[src/rtl/bldc_pkg.sv]
// Package: shared types and constants for the commutation controller.
// Assumes phase order A=bit0, B=bit1, C=bit2 in every 3-bit vector.
package bldc_pkg;
    typedef logic [2:0] phase_vec_t;
    typedef logic [2:0] step_t;
    localparam step_t STEP_NONE = 3'd7;
    localparam phase_vec_t PH_A = 3'b001;
    localparam phase_vec_t PH_B = 3'b010;
    localparam phase_vec_t PH_C = 3'b100;
endpackage

[src/rtl/bldc_sync.sv]
// Module: multi-bit two-flop synchronizer.
// Assumes each bit is an independent level; no cross-bit coherence is needed.
module bldc_sync #(
    parameter int WIDTH = 8
) (
    input  logic             clk,
    input  logic             rst_n,
    input  logic [WIDTH-1:0] d_async,
    output logic [WIDTH-1:0] q_sync
);
    logic [WIDTH-1:0] meta;

    // Two-stage capture of asynchronous levels.
    always_ff @(posedge clk) begin
        if (!rst_n) begin
            meta   <= '0;
            q_sync <= '0;
        end else begin
            meta   <= d_async;
            q_sync <= meta;
        end
    end
endmodule

[src/rtl/bldc_hall_filter.sv]
// Module: glitch filter for the synchronized Hall code.
// A new code is accepted once it has been stable for FILT_CYC further cycles.
// hall_ok rises at the first acceptance after reset. hall_evt pulses for one
// cycle on each later accepted change.
// Assumes hall_s is already synchronous to clk.
module bldc_hall_filter #(
    parameter int FILT_CYC = 4
) (
    input  logic       clk,
    input  logic       rst_n,
    input  logic [2:0] hall_s,
    output logic [2:0] hall_q,
    output logic       hall_ok,
    output logic       hall_evt
);
    localparam int CW = (FILT_CYC > 1) ? $clog2(FILT_CYC) : 1;
    localparam logic [CW-1:0] LIMIT = CW'(FILT_CYC - 1);

    logic [2:0]    prev;
    logic [CW-1:0] cnt;

    // Stability counter and acceptance of the filtered code.
    always_ff @(posedge clk) begin
        if (!rst_n) begin
            prev     <= '0;
            cnt      <= '0;
            hall_q   <= '0;
            hall_ok  <= 1'b0;
            hall_evt <= 1'b0;
        end else begin
            prev     <= hall_s;
            hall_evt <= 1'b0;
            if (hall_s != prev || (hall_ok && hall_s == hall_q)) begin
                cnt <= '0;
            end else if (cnt == LIMIT) begin
                hall_q   <= hall_s;
                hall_ok  <= 1'b1;
                hall_evt <= hall_ok;
                cnt      <= '0;
            end else begin
                cnt <= cnt + 1'b1;
            end
        end
    end


    evt_on_change_chk: assert property (@(posedge clk) disable iff (!rst_n)
        hall_evt |-> (hall_q != $past(hall_q)));


    stable_before_accept_chk: assert property (@(posedge clk) disable iff (!rst_n)
        (hall_q != $past(hall_q)) |-> ($past(hall_s) == $past(prev)));
endmodule

[src/rtl/bldc_decode.sv]
// Module: combinational Hall-code to drive-step decoder.
// Yields the forward high-side and low-side phase (one-hot) and a legality flag
// for the selected spacing. Assumes code bit 0 belongs to phase A.
module bldc_decode
    import bldc_pkg::*;
(
    input  logic [2:0] code,
    input  logic       sel_60,
    output logic       legal,
    output phase_vec_t hi_fwd,
    output phase_vec_t lo_fwd
);
    step_t step;

    // Map the code to a step index for the selected spacing.
    always_comb begin
        step = STEP_NONE;
        if (sel_60) begin
            case (code)
                3'b001: step = 3'd0;
                3'b011: step = 3'd1;
                3'b111: step = 3'd2;
                3'b110: step = 3'd3;
                3'b100: step = 3'd4;
                3'b000: step = 3'd5;
                default: step = STEP_NONE;
            endcase
        end else begin
            case (code)
                3'b001: step = 3'd0;
                3'b011: step = 3'd1;
                3'b010: step = 3'd2;
                3'b110: step = 3'd3;
                3'b100: step = 3'd4;
                3'b101: step = 3'd5;
                default: step = STEP_NONE;
            endcase
        end
    end

    // Map the step index to the phase pair it drives.
    always_comb begin
        legal  = 1'b1;
        hi_fwd = '0;
        lo_fwd = '0;
        case (step)
            3'd0: begin hi_fwd = PH_A; lo_fwd = PH_B; end
            3'd1: begin hi_fwd = PH_A; lo_fwd = PH_C; end
            3'd2: begin hi_fwd = PH_B; lo_fwd = PH_C; end
            3'd3: begin hi_fwd = PH_B; lo_fwd = PH_A; end
            3'd4: begin hi_fwd = PH_C; lo_fwd = PH_A; end
            3'd5: begin hi_fwd = PH_C; lo_fwd = PH_B; end
            default: legal = 1'b0;
        endcase
    end
endmodule

[src/rtl/bldc_tach.sv]
// Module: retriggerable fixed-width active-low tach pulse generator.
// Assumes trig is a single-cycle strobe; a new strobe restarts the width.
module bldc_tach #(
    parameter int TACH_CYC = 125
) (
    input  logic clk,
    input  logic rst_n,
    input  logic trig,
    output logic tach_n
);
    localparam int TW = $clog2(TACH_CYC + 1);
    localparam logic [TW-1:0] LOAD = TW'(TACH_CYC - 1);

    logic [TW-1:0] remain;

    // Hold tach_n low for TACH_CYC cycles from each trigger.
    always_ff @(posedge clk) begin
        if (!rst_n) begin
            remain <= '0;
            tach_n <= 1'b1;
        end else if (trig) begin
            remain <= LOAD;
            tach_n <= 1'b0;
        end else if (remain != '0) begin
            remain <= remain - 1'b1;
        end else begin
            tach_n <= 1'b1;
        end
    end


    tach_start_chk: assert property (@(posedge clk) disable iff (!rst_n)
        trig |=> !tach_n);
endmodule

[src/rtl/bldc_commutator.sv]
// Module: Hall-sensor commutation controller top.
// Synchronizes all inputs, filters the Hall code and decodes it. It then
// applies shutdown, brake, direction and chop rules into registered gate
// enables, and generates the tach pulse and the illegal-code fault flag.
// Assumes all inputs are asynchronous levels. Dead time is added downstream.
module bldc_commutator
    import bldc_pkg::*;
#(
    parameter int FILT_CYC = 4,
    parameter int TACH_CYC = 125
) (
    input  logic       clk,
    input  logic       rst_n,
    input  logic [2:0] hall,
    input  logic       sel_60,
    input  logic       enable,
    input  logic       dir_fwd,
    input  logic       pwm,
    input  logic       chop_both,
    input  logic       brake,
    input  logic       inhibit,
    output logic [2:0] gate_top,
    output logic [2:0] gate_bot,
    output logic       tach_n,
    output logic       fault_n
);
    localparam int NCTL = 7;
    localparam int NSYN = NCTL + 3;

    logic [NSYN-1:0] raw_in, syn;
    logic [2:0]      hall_s, hall_q;
    logic            hall_ok, hall_evt;
    logic            sel60_s, en_s, fwd_s, pwm_s, both_s, brk_s, inh_s;
    logic            code_ok;
    phase_vec_t      hi_fwd, lo_fwd;
    phase_vec_t      top_nx, bot_nx;
    logic            fault_nx;

    assign raw_in = {inhibit, brake, chop_both, pwm, dir_fwd, enable, sel_60, hall};
    assign {inh_s, brk_s, both_s, pwm_s, fwd_s, en_s, sel60_s, hall_s} = syn;

    bldc_sync #(.WIDTH(NSYN)) u_sync (
        .clk    (clk),
        .rst_n  (rst_n),
        .d_async(raw_in),
        .q_sync (syn)
    );

    bldc_hall_filter #(.FILT_CYC(FILT_CYC)) u_filt (
        .clk     (clk),
        .rst_n   (rst_n),
        .hall_s  (hall_s),
        .hall_q  (hall_q),
        .hall_ok (hall_ok),
        .hall_evt(hall_evt)
    );

    bldc_decode u_dec (
        .code  (hall_q),
        .sel_60(sel60_s),
        .legal (code_ok),
        .hi_fwd(hi_fwd),
        .lo_fwd(lo_fwd)
    );

    bldc_tach #(.TACH_CYC(TACH_CYC)) u_tach (
        .clk   (clk),
        .rst_n (rst_n),
        .trig  (hall_evt),
        .tach_n(tach_n)
    );

    // Priority: inhibit/illegal/disable, then brake, then direction and chop.
    always_comb begin
        fault_nx = !(hall_ok && !code_ok);
        top_nx   = '0;
        bot_nx   = '0;
        if (!hall_ok || inh_s || !code_ok || !en_s) begin
            top_nx = '0;
            bot_nx = '0;
        end else if (brk_s) begin
            bot_nx = 3'b111;
        end else begin
            top_nx = fwd_s ? hi_fwd : lo_fwd;
            bot_nx = fwd_s ? lo_fwd : hi_fwd;
            if (!pwm_s) begin
                bot_nx = '0;
                if (both_s) top_nx = '0;
            end
        end
    end

    // Output register for gates and fault flag.
    always_ff @(posedge clk) begin
        if (!rst_n) begin
            gate_top <= '0;
            gate_bot <= '0;
            fault_n  <= 1'b1;
        end else begin
            gate_top <= top_nx;
            gate_bot <= bot_nx;
            fault_n  <= fault_nx;
        end
    end


    no_shoot_chk: assert property (@(posedge clk) disable iff (!rst_n)
        (gate_top & gate_bot) == 3'b000);


    one_top_chk: assert property (@(posedge clk) disable iff (!rst_n)
        $onehot0(gate_top));


    inhibit_off_chk: assert property (@(posedge clk) disable iff (!rst_n)
        inh_s |=> (gate_top == 3'b000 && gate_bot == 3'b000));


    brake_low_chk: assert property (@(posedge clk) disable iff (!rst_n)
        (brk_s && en_s && !inh_s && hall_ok && code_ok) |=>
            (gate_bot == 3'b111 && gate_top == 3'b000));


    fault_off_chk: assert property (@(posedge clk) disable iff (!rst_n)
        !fault_n |-> (gate_top == 3'b000 && gate_bot == 3'b000));


    disable_off_chk: assert property (@(posedge clk) disable iff (!rst_n)
        !en_s |=> (gate_top == 3'b000 && gate_bot == 3'b000));
endmodule

[config.mk]
export PLATFORM = sky130hd
export DESIGN_NAME = bldc_commutator
export DESIGN_NICKNAME = d
export VERILOG_FILES = /design/src/rtl/bldc_pkg.sv /design/src/rtl/bldc_sync.sv /design/src/rtl/bldc_hall_filter.sv /design/src/rtl/bldc_decode.sv /design/src/rtl/bldc_tach.sv /design/src/rtl/bldc_commutator.sv
export SDC_FILE = /design/constraint.sdc
export NUM_CORES = 1
export LEC_CHECK = 0
export CORE_ASPECT_RATIO = 0.75
export CORE_MARGIN = 2
export CORE_UTILIZATION = 40
export DETAILED_ROUTE_END_ITERATION = 16
export GPL_TIMING_DRIVEN = 0
export SLEW_MARGIN = 0
export SYNTH_ARGS = -nofsm -noshare
export SYNTH_HDL_FRONTEND = slang
export SYNTH_SLANG_ARGS = --single-unit
[constraint.sdc]
create_clock -name clk -period 1.7 [get_ports clk]
set_clock_uncertainty 0.2 [all_clocks]
set_input_delay 0.34 -clock clk [delete_from_list [all_inputs] [get_ports clk]]
set_output_delay 0.34 -clock clk [all_outputs]
set_load 0.03 [all_outputs]
==> run metrics, run 1 <==
VDD IR-drop max 632 uV; Remaining DRCs 0; startpoint types register; hpwl dp 2.34 mm; post-synth cell types 39; Antenna Cells 0; Worst Setup Path Type register to register; commonest cells in the netlist dfxtp_1, and2_1, nor2_1, inv_1; r2r startpoint u_tach.remain[0]; YS warnings 0; Seq pwr share 44.9%; Final Hold Vio Count 0; vias post-DR 1256; Syn Nets 193; crit path from u_tach.remain[0]; FFs w/ async S/R, synth 0%; DR WL/cell 12.3 um; Critical Path Fanout Max 3; type of the worst min-delay path register to register; hold_buf cts 0; switch share 27.4%; post-route cell area 2180 um2; Mapped Cells 178; synth top area cells dfxtp_1, and2_1, nor2_1; gr usage total 14.8%; area leader, netlist dfxtp_1; area of the multi-input gates 823 um2; Max H-tree Level 2; CTS Buffer Depth 2; PnR worst setup slack -97.7 ps; CORE AREA 4130 um2; boundary pin count 20; Fillers 381; Pleak 0.910 nW; reg2reg path depth 6; Final Max Tran Viols 0; Hold Path Origin u_filt.cnt[0]; worst setup path endpoint u_tach.remain[4]; drt first pass iters 4; RSZ-0062 raised after global routing yes; drt first-iter violations 68; Worst-Margin Slew 420 ps; antenna-violating nets left 0; synthesized area 1750 um2; clk_lat worst skew 300 ps; Die W 80.4 um; # setup viols final 3; FF-to-FF End u_tach.remain[4]; Post-Syn Area per Cell 9.83 um2; GR Overflow Total 0; CTS tree built; #FFs+latches synth 45; Req. time, crit path 1700 ps; Die Ht 61.3 um; # port buffers 19; CP Capture Type register; run status finished, violations left; most instantiated library cell after synthesis dfxtp_1; Yosys top cell area share 51.5%; fin crit period 1800 ps; placed cell areas 2020 um2; clock buffer count from CTS 5; GPL Wtd Cong 0.812; Via density 4.78; share of cells above drive strength 1 16.3%; PD cells 1250 nW/um2; Max Fclk 556 MHz; vias in the first global route 1185; # nets final 223; clock-pin transition on the worst setup and hold timing paths 80 ps; Total Routed Length 3.24 mm; Rows 20; relative slew slack 72.0%; crit path DAT 1800 ps; FF+latch area 903 um2; sequential element share of the synthesized area 51.5%; Layout area overhead 24.6%; reg2reg setup slack -100 ps; switching power 0.744 mW; largest net degree at the start of global routing 14; clock root buffer clkbuf_8; period utilization 106%; first-pass GRT wire length 5.33 mm; failing checks negative setup slack; max_cap viols 0; clock sinks 45; combinational share of power 26.9%; clock network power share 28.1%; Post-synth EDFFs 0; initial core utilization 42.4%; dpl ws -495 ps; initial antenna violation count 0; die area 4920 um2; dominant synthesized flop cell dfxtp_1; Power Internal 1.97 mW
-- through the flow --
stage                     utilization, %  cells  hold WS, ps  total power [mW]  setup TNS [ps]
after floorplan                        -    178          199              1.68               0
after global placement              49.0    252          209              1.78          -10940
after detailed placement            49.0    252          211              1.81          -11730
after CTS                           52.2    262          224              2.66           -54.3
after global routing                52.8    263          255              2.86            -303
final                               52.8    263          223              2.72            -159
-- final cells by class --
class,instances,area share (%)
Clock buffer,5,3.16
Clock inverter,2,1.61
Sequential cell,45,41.4
Timing Repair Buffer,24,9.93
Tap cell,55,3.16
Buffer,7,1.55
Multi-Input combinational cell,117,37.8
Inverter,8,1.38
-- cells by family after synthesis --
family,count (synthesis),share of synthesized area [%]
compound gates,25,9.87
xor+xnor,9,4.51
fa+ha+maj,3,2.15
buf+inv,16,3.86
flops,45,51.5
mux,3,1.79
simple gates,77,26.3
-- sequential cells by signal, indices dropped and copies added (netlist names) --
register         count
gate_bot             3
u_tach.tach_n        1
u_filt.prev          3
u_filt.cnt           2
gate_top             3
u_sync.meta         10
fault_n              1
u_filt.hall_ok       1
u_filt.hall_q        3
u_sync.q_sync       10
u_filt.hall_evt      1
u_tach.remain        7
-- routing by layer --
layer	track usage (%)	part of all wire, %	wire [um]	vias to the layer above
li1	-	-	-	654
met1	20.2	51	1650	566
met2	20.8	42	1350	28
met3	4.40	4.8	154	8
met4	9.20	2.6	85	0
met5	0	0	0	-
-- cell usage in the layout, fill, tap and decap left out, types with 2 or more instances in the layout --
cell,n
clkbuf_8,5
buf_4,6
inv_2,2
nor2_1,16
dfxtp_2,2
nand3_1,2
a211o_1,2
a31oi_1,2
dfxtp_1,43
buf_2,3
clkdlybuf4s50_1,10
xor2_1,4
ha_1,2
a21oi_1,4
nand2_1,6
nand2b_1,3
clkbuf_1,3
dlygate4sd2_1,9
a31o_2,3
o21a_1,5
and3_1,5
and2_1,27
mux2i_1,2
xnor2_1,5
inv_1,6
o21ai_0,4
nand4b_1,3
-- worst min-delay path by stage --
stage	to	slack [ps]	depth (start not counted)
after floorplan	u_filt.cnt[0]	200	1
after global placement	u_filt.cnt[0]	210	1
after detailed placement	u_filt.cnt[0]	210	1
after CTS	u_filt.cnt[0]	220	1
after global routing	u_sync.q_sync[7]	260	1
final	u_filt.cnt[0]	220	1
-- critical path, stage by stage (launching register included) --
cell     delay, ps
dfxtp_2        330
inv_2           80
ha_4           150
or4b_4         480
and3_4         170
xor2_1         140
o21a_1         160
-- power groups by stage --
stage                     sequential (mW)  clock (mW)  combinational (mW)
final                                1.22       0.764               0.732
after global routing                 1.23       0.824               0.805
after CTS                            1.21       0.788               0.664
after detailed placement             1.24           0               0.572
after global placement               1.24           0               0.544
after floorplan                      1.23           0               0.448
-- timing repair --
action	in CTS	in global routing
pin swaps	1	1
setup buffers	4	1
resized for setup	12	3
setup endpoints to repair	25	4
Power figures use the tool's default switching activity.
==> inputs of run 2 (changes only) <==
==> constraint.sdc (replaced) <==
create_clock -name clk -period 1.76 [get_ports clk]
set_clock_uncertainty 0.2 [all_clocks]
set_input_delay 0.352 -clock clk [delete_from_list [all_inputs] [get_ports clk]]
set_output_delay 0.352 -clock clk [all_outputs]
set_load 0.03 [all_outputs]
==> run 2 against run 1 <==
- the flow still finishes with violations (negative setup slack)
- global-route usage is 0.49 points higher
- sequential share of layout area is 0.33 points lower
- flip-flop and latch count stayed put
- maximum frequency is 2.1% higher
- cell area is 0.80% higher
- hold slack better by 2.5 ps
- sequential power is 3% lower
- utilization is 0.42 points higher
- cell count is 0.38% higher
- combinational power is 11% lower
- largest power group unchanged
==> run metrics, run 2 (same netlist as run 1, synthesis figures left out) <==
most common cell after layout, fill and taps aside dfxtp_1 (unchanged); Antenna Cells 0 (unchanged); r2r startpoint u_tach.remain[1] (was u_tach.remain[0]); clock-pin transition on the worst setup and hold timing paths 80 ps (about the same); FF-to-FF End u_tach.remain[4] (unchanged); type of the worst min-delay path register to register (unchanged); switching power 0.712 mW (was 0.744 mW); die area 4920 um2 (unchanged); # port buffers 19 (unchanged); share of cells above drive strength 1 15.8% (was 16.3%); max_cap viols 0 (unchanged); antenna-violating nets left 0 (unchanged); GR Overflow Total 0 (unchanged); drt first-iter violations 51 (was 68); # setup viols final 1 (was 3); run status finished, violations left (unchanged); CP Cell Sequence inv_2, ha_4, or4b_4, and3_4, xor2_1, o21a_1 (unchanged); crit path DAT 1760 ps (was 1800 ps); Rows 20 (unchanged); Power Internal 2.04 mW (was 1.97 mW); CORE AREA 4130 um2 (unchanged); reg2reg setup slack -1 ps (was -100 ps); crit path from u_tach.remain[1] (was u_tach.remain[0]); GPL Wtd Cong 0.735 (was 0.812); Via density 4.81 (was 4.78); placed insts 252 (unchanged); drt first pass iters 5 (was 4); slowest stage cell on the critical path or4b_4 (unchanged); fin crit period 1760 ps (was 1800 ps); fin cells 264 (was 263); clock sinks 45 (unchanged); boundary pin count 20 (unchanged); PD cells 1250 nW/um2 (about the same); period utilization 100% (was 106%); Remaining DRCs 0 (unchanged); Req. time, crit path 1760 ps (was 1700 ps); Die W 80.4 um (unchanged); clock buffer count from CTS 5 (unchanged); combinational share of power 23.6% (was 26.9%); VDD IR-drop max 620 uV (was 632 uV); reg2reg path depth 6 (unchanged); largest net degree at the start of global routing 16 (was 14); area of the multi-input gates 807 um2 (was 823 um2); Max Fclk 568 MHz (was 556 MHz); Fillers 387 (was 381); hpwl dp 2.34 mm (about the same); failing checks negative setup slack (unchanged); # nets final 223 (unchanged); Die Ht 61.3 um (unchanged); initial antenna violation count 0 (unchanged); first-pass GRT wire length 5.55 mm (was 5.33 mm); Worst path max stage delay 460 ps (was 480 ps); DR WL/cell 12.2 um (was 12.3 um); Pleak 0.924 nW (was 0.910 nW); vias post-DR 1271 (was 1256); initial core utilization 42.4% (unchanged); clk_lat worst skew 290 ps (was 300 ps); Worst Setup Path Type register to register (unchanged); largest registers u_sync.meta x10, u_sync.q_sync x10, u_tach.remain x7 (unchanged); Seq pwr share 42.8% (was 44.9%); most frequent cells in the layout dfxtp_1, and2_1, nor2_1 (unchanged); gr usage total 15.3% (was 14.8%); switch share 25.9% (was 27.4%); RSZ-0062 raised after global routing yes (unchanged); Critical Path Fanout Max 3 (unchanged); Max H-tree Level 2 (unchanged); clock network power share 33.6% (was 28.1%); FF+latch area 903 um2 (unchanged); startpoint types register (unchanged); Final Max Tran Viols 0 (unchanged); Total Routed Length 3.23 mm (was 3.24 mm); PnR worst setup slack -1.22 ps (was -97.7 ps); vias in the first global route 1219 (was 1185); clock root buffer clkbuf_8 (unchanged); CTS Buffer Depth 2 (unchanged); relative slew slack 70.8% (was 72.0%); worst setup path endpoint u_tach.remain[4] (unchanged); Pwr Total 2.75 mW (was 2.72 mW); CP Capture Type register (unchanged); Layout area overhead 25.6% (was 24.6%); CTS tree built (unchanged); Final Hold Vio Count 0 (unchanged); Worst-Margin Slew 438 ps (was 420 ps)
run 2: cell count changes in the layout (fill, tap and decap cells not counted), sizes merged:
cell	previous run	this run
inv	8	9
clkinv	1	0
bufinv	1	2
run 2: through the flow:
step           instance area, um2  worst slack [ps]  util [%]  hold slack [ps]  setup TNS (ps)
2_1_floorplan                1750              18.5         -              199               0
3_3_place_gp                 2010              -445      48.6              209           -8420
6_report                     2200             -1.22      53.2              226           -1.22
4_1_cts                      2180             -2.78      52.7              229           -2.78
5_1_grt                      2200             -61.0      53.2              245            -123
3_5_place_dp                 2010              -455      48.6              217           -9600
run 2: cell type report:
cell class,count,area share (%)
clock inverter,3,3.13
clock buffer,5,3.13
sequential,45,41.1
inverter,8,1.37
timing repair buffer,24,9.85
multi-input combinational,117,36.7
tap,55,3.13
buffer,7,1.54
run 2: per-layer routing:
| metal | GRT usage [%] | vias to the layer above | part of all wire (%) |
|---|---|---|---|
| met5 | 0 | - | 0 |
| met4 | 7.26 | 0 | 1.8 |
| met3 | 4.55 | 8 | 4.9 |
| met2 | 23.3 | 25 | 45 |
| met1 | 20.3 | 586 | 49 |
| li1 | - | 652 | - |
run 2: power by group through the flow:
stage | clock network, mW | registers, mW | logic [mW]
after global routing | 0.995 | 1.19 | 0.722
final | 0.924 | 1.18 | 0.649
after floorplan | 0 | 1.18 | 0.411
after global placement | 0 | 1.19 | 0.496
after CTS | 0.946 | 1.18 | 0.632
after detailed placement | 0 | 1.20 | 0.524
run 2: how the worst min path moves through the flow:
stage | from | endpoint | slack [ps] | cells past startpoint
global placement | u_filt.cnt[0] | u_filt.cnt[0] | 210 | 1
finish | u_filt.cnt[0] | u_filt.cnt[0] | 230 | 1
CTS | u_filt.cnt[0] | u_filt.cnt[0] | 230 | 1
global route | u_filt.cnt[0] | u_filt.cnt[0] | 240 | 1
floorplan | u_filt.cnt[0] | u_filt.cnt[0] | 200 | 1
detailed placement | u_filt.cnt[0] | u_filt.cnt[0] | 220 | 1
run 2: what timing repair did:
action                     in CTS  in global routing
setup buffers                   3                  2
gates cloned                    0                  0
setup endpoints to repair      18                  7
hold buffers                    0                  0
resized for setup              17                  1
pin swaps                       1                  1
run 2: worst max-delay path: cells and delay by family (launching register included):
kind | cells | cell delay [ps]
AND/OR/NAND/NOR | 2 | 620
flip-flops | 1 | 330
AO/OA/AOI/OAI | 1 | 160
adder cells (fa/ha/maj) | 1 | 140
XOR/XNOR | 1 | 130
buffers and inverters | 1 | 70
==> inputs of run 3 (changes only) <==
--- a/config.mk
+++ b/config.mk
@@ -7,9 +7,10 @@
 export LEC_CHECK = 0
 export CORE_ASPECT_RATIO = 0.75
 export CORE_MARGIN = 2
-export CORE_UTILIZATION = 40
+export CORE_UTILIZATION = 49
 export DETAILED_ROUTE_END_ITERATION = 16
 export GPL_TIMING_DRIVEN = 0
+export PLACE_DENSITY_LB_ADDON = 0.1
 export SLEW_MARGIN = 0
 export SYNTH_ARGS = -nofsm -noshare
 export SYNTH_HDL_FRONTEND = slang
==> run 3 against run 2 <==
- the flow still finishes with violations (negative setup slack)
- flip-flop and latch count unchanged
- cell area decreased by 0.63%
- critical path depth unchanged
- routed wire length increased by 1.8%
- total power decreased by 1.5%
- combinational power increased by 9.2%
- critical path type unchanged
- sequential share of layout area increased by 0.26 points
- sequential power about the same
- cell count decreased by 5.3%
- die area decreased by 17%
==> run metrics, run 3 (same netlist as run 1, synthesis figures left out) <==
run status finished, violations left (unchanged); failing checks negative setup slack (unchanged); Remaining DRCs 0 (unchanged); initial core utilization 52.1% (was 42.4%); area of the multi-input gates 822 um2 (was 807 um2); antenna-violating nets left 0 (unchanged); Final Max Tran Viols 0 (unchanged); crit path from u_tach.remain[1] (unchanged); fin crit period 1780 ps (was 1760 ps); DR WL/cell 13.2 um (was 12.2 um); clock sinks 45 (unchanged); RSZ-0062 raised after global routing yes (unchanged); Fillers 268 (was 387); boundary pin count 20 (unchanged); most frequent cells in the layout dfxtp_1, and2_1, nor2_1 (unchanged); most common cell after layout, fill and taps aside dfxtp_1 (unchanged); VDD IR-drop max 1110 uV (was 620 uV); hpwl dp 2.34 mm (about the same); PD cells 1240 nW/um2 (was 1250 nW/um2); Die Ht 55.7 um (was 61.3 um); gr usage total 17.2% (was 15.3%); largest registers u_sync.meta x10, u_sync.q_sync x10, u_tach.remain x7 (unchanged); reg2reg path depth 6 (unchanged); hold_buf cts 0 (unchanged); relative slew slack 71.7% (was 70.8%); max_cap viols 0 (unchanged); largest net degree at the start of global routing 15 (was 16); period utilization 101% (was 100%); Pwr Total 2.71 mW (was 2.75 mW); Antenna Cells 0 (unchanged); CTS Buffer Depth 2 (unchanged); Top Metal Used met4 (unchanged); # setup viols final 1 (unchanged); met1 WL 1.67 mm (was 1.58 mm); Final Util 65.1% (was 53.2%); Worst Setup Path Type register to register (unchanged); # nets final 224 (was 223); clock root buffer clkbuf_8 (unchanged); total negative slack -22.6 ps (was -1.22 ps); clock buffer count from CTS 5 (unchanged); # port buffers 19 (unchanged); FF-to-FF End u_tach.remain[4] (unchanged); met3 WL post-DR 131 um (was 157 um); CORE AREA 3360 um2 (was 4130 um2); share of cells above drive strength 1 17.6% (was 15.8%); vias post-DR 1273 (was 1271); startpoint types register (unchanged); Rows 18 (was 20); reg2reg setup slack -20 ps (was -1 ps); clk_lat worst skew 300 ps (was 290 ps); post-route cell area 2180 um2 (was 2200 um2); r2r startpoint u_tach.remain[1] (unchanged); Via density 5.09 (was 4.81); crit path DAT 1790 ps (was 1760 ps); Worst-Margin Slew 424 ps (was 438 ps); PnR worst setup slack -22.6 ps (was -1.22 ps); initial antenna violation count 0 (unchanged); placed cell areas 1990 um2 (was 2010 um2); Layout area overhead 24.8% (was 25.6%); Critical Path Fanout Max 2 (was 3); GR Overflow Total 0 (unchanged); Total Routed Length 3.29 mm (was 3.23 mm); clock-pin transition on the worst setup and hold timing paths 80 ps (about the same); Max Fclk 561 MHz (was 568 MHz); GPL Wtd Cong 0.802 (was 0.735); drt first-iter violations 50 (was 51); CP Capture Type register (unchanged); drt first pass iters 4 (was 5); die area 4070 um2 (was 4920 um2); first-pass GRT wire length 5.35 mm (was 5.55 mm); Final Hold Vio Count 0 (unchanged); FF+latch area 903 um2 (unchanged); worst setup path endpoint u_tach.remain[4] (unchanged); Met2 Wirelength 1.43 mm (was 1.44 mm); Die W 73.0 um (was 80.4 um); vias in the first global route 1177 (was 1219); Max H-tree Level 2 (unchanged); Pleak 0.921 nW (was 0.924 nW); type of the worst min-delay path register to register (unchanged); CTS tree built (unchanged); Req. time, crit path 1770 ps (was 1760 ps)
[run 3: worst min path at each step]
stage / cells past startpoint / from / to
2_1_floorplan: 1 / u_filt.cnt[0] / u_filt.cnt[0]
3_3_place_gp: 1 / u_filt.cnt[0] / u_filt.cnt[0]
3_5_place_dp: 1 / u_sync.meta[0] / u_sync.q_sync[0]
4_1_cts: 1 / u_filt.cnt[0] / u_filt.cnt[0]
5_1_grt: 1 / u_filt.cnt[0] / u_filt.cnt[0]
6_report: 1 / u_filt.cnt[0] / u_filt.cnt[0]
[run 3: layout make-up]
type / count / area share, %
clock inverter: 2 / 1.72
sequential: 45 / 41.4
timing repair buffer: 24 / 9.97
inverter: 8 / 1.38
tap: 40 / 2.29
buffer: 8 / 1.83
multi-input combinational: 117 / 37.7
clock buffer: 6 / 3.78
[run 3: critical path: stages (launching register included)]
cell	delay (ps)
dfxtp_2	330
inv_2	80
ha_4	140
or4b_4	470
and3_4	170
xor2_1	140
o21a_1	160
[run 3: per-stage QoR]
| step | cells | hold slack (ps) | setup WS, ps |
|---|---|---|---|
| 2_1_floorplan | 178 | 199 | 18.5 |
| 6_report | 250 | 231 | -22.6 |
| 4_1_cts | 248 | 232 | -6.49 |
| 3_5_place_dp | 237 | 221 | -444 |
| 5_1_grt | 250 | 255 | -65.8 |
| 3_3_place_gp | 237 | 208 | -437 |
[run 3: where the power goes]
group / internal [mW] / total, mW / switching [mW] / leakage [nW]
Clock: 0.462 / 0.818 / 0.356 / 0.0574
Sequential: 1.11 / 1.18 / 0.0668 / 0.370
Combinational: 0.380 / 0.709 / 0.329 / 0.494
Total: 1.95 / 2.71 / 0.752 / 0.921
[run 3: routing by layer]
metal,track usage [%],vias to the layer above
li1,-,658
met1,23.7,577
met2,24.7,33
met3,5.07,5
met4,7.67,0
met5,0,-
[run 3: what timing repair did]
action | CTS | global route
setup endpoints to repair | 16 | 11
pin swaps | 1 | 3
buffers inserted | 3 | 2
gates resized for setup | 17 | 6
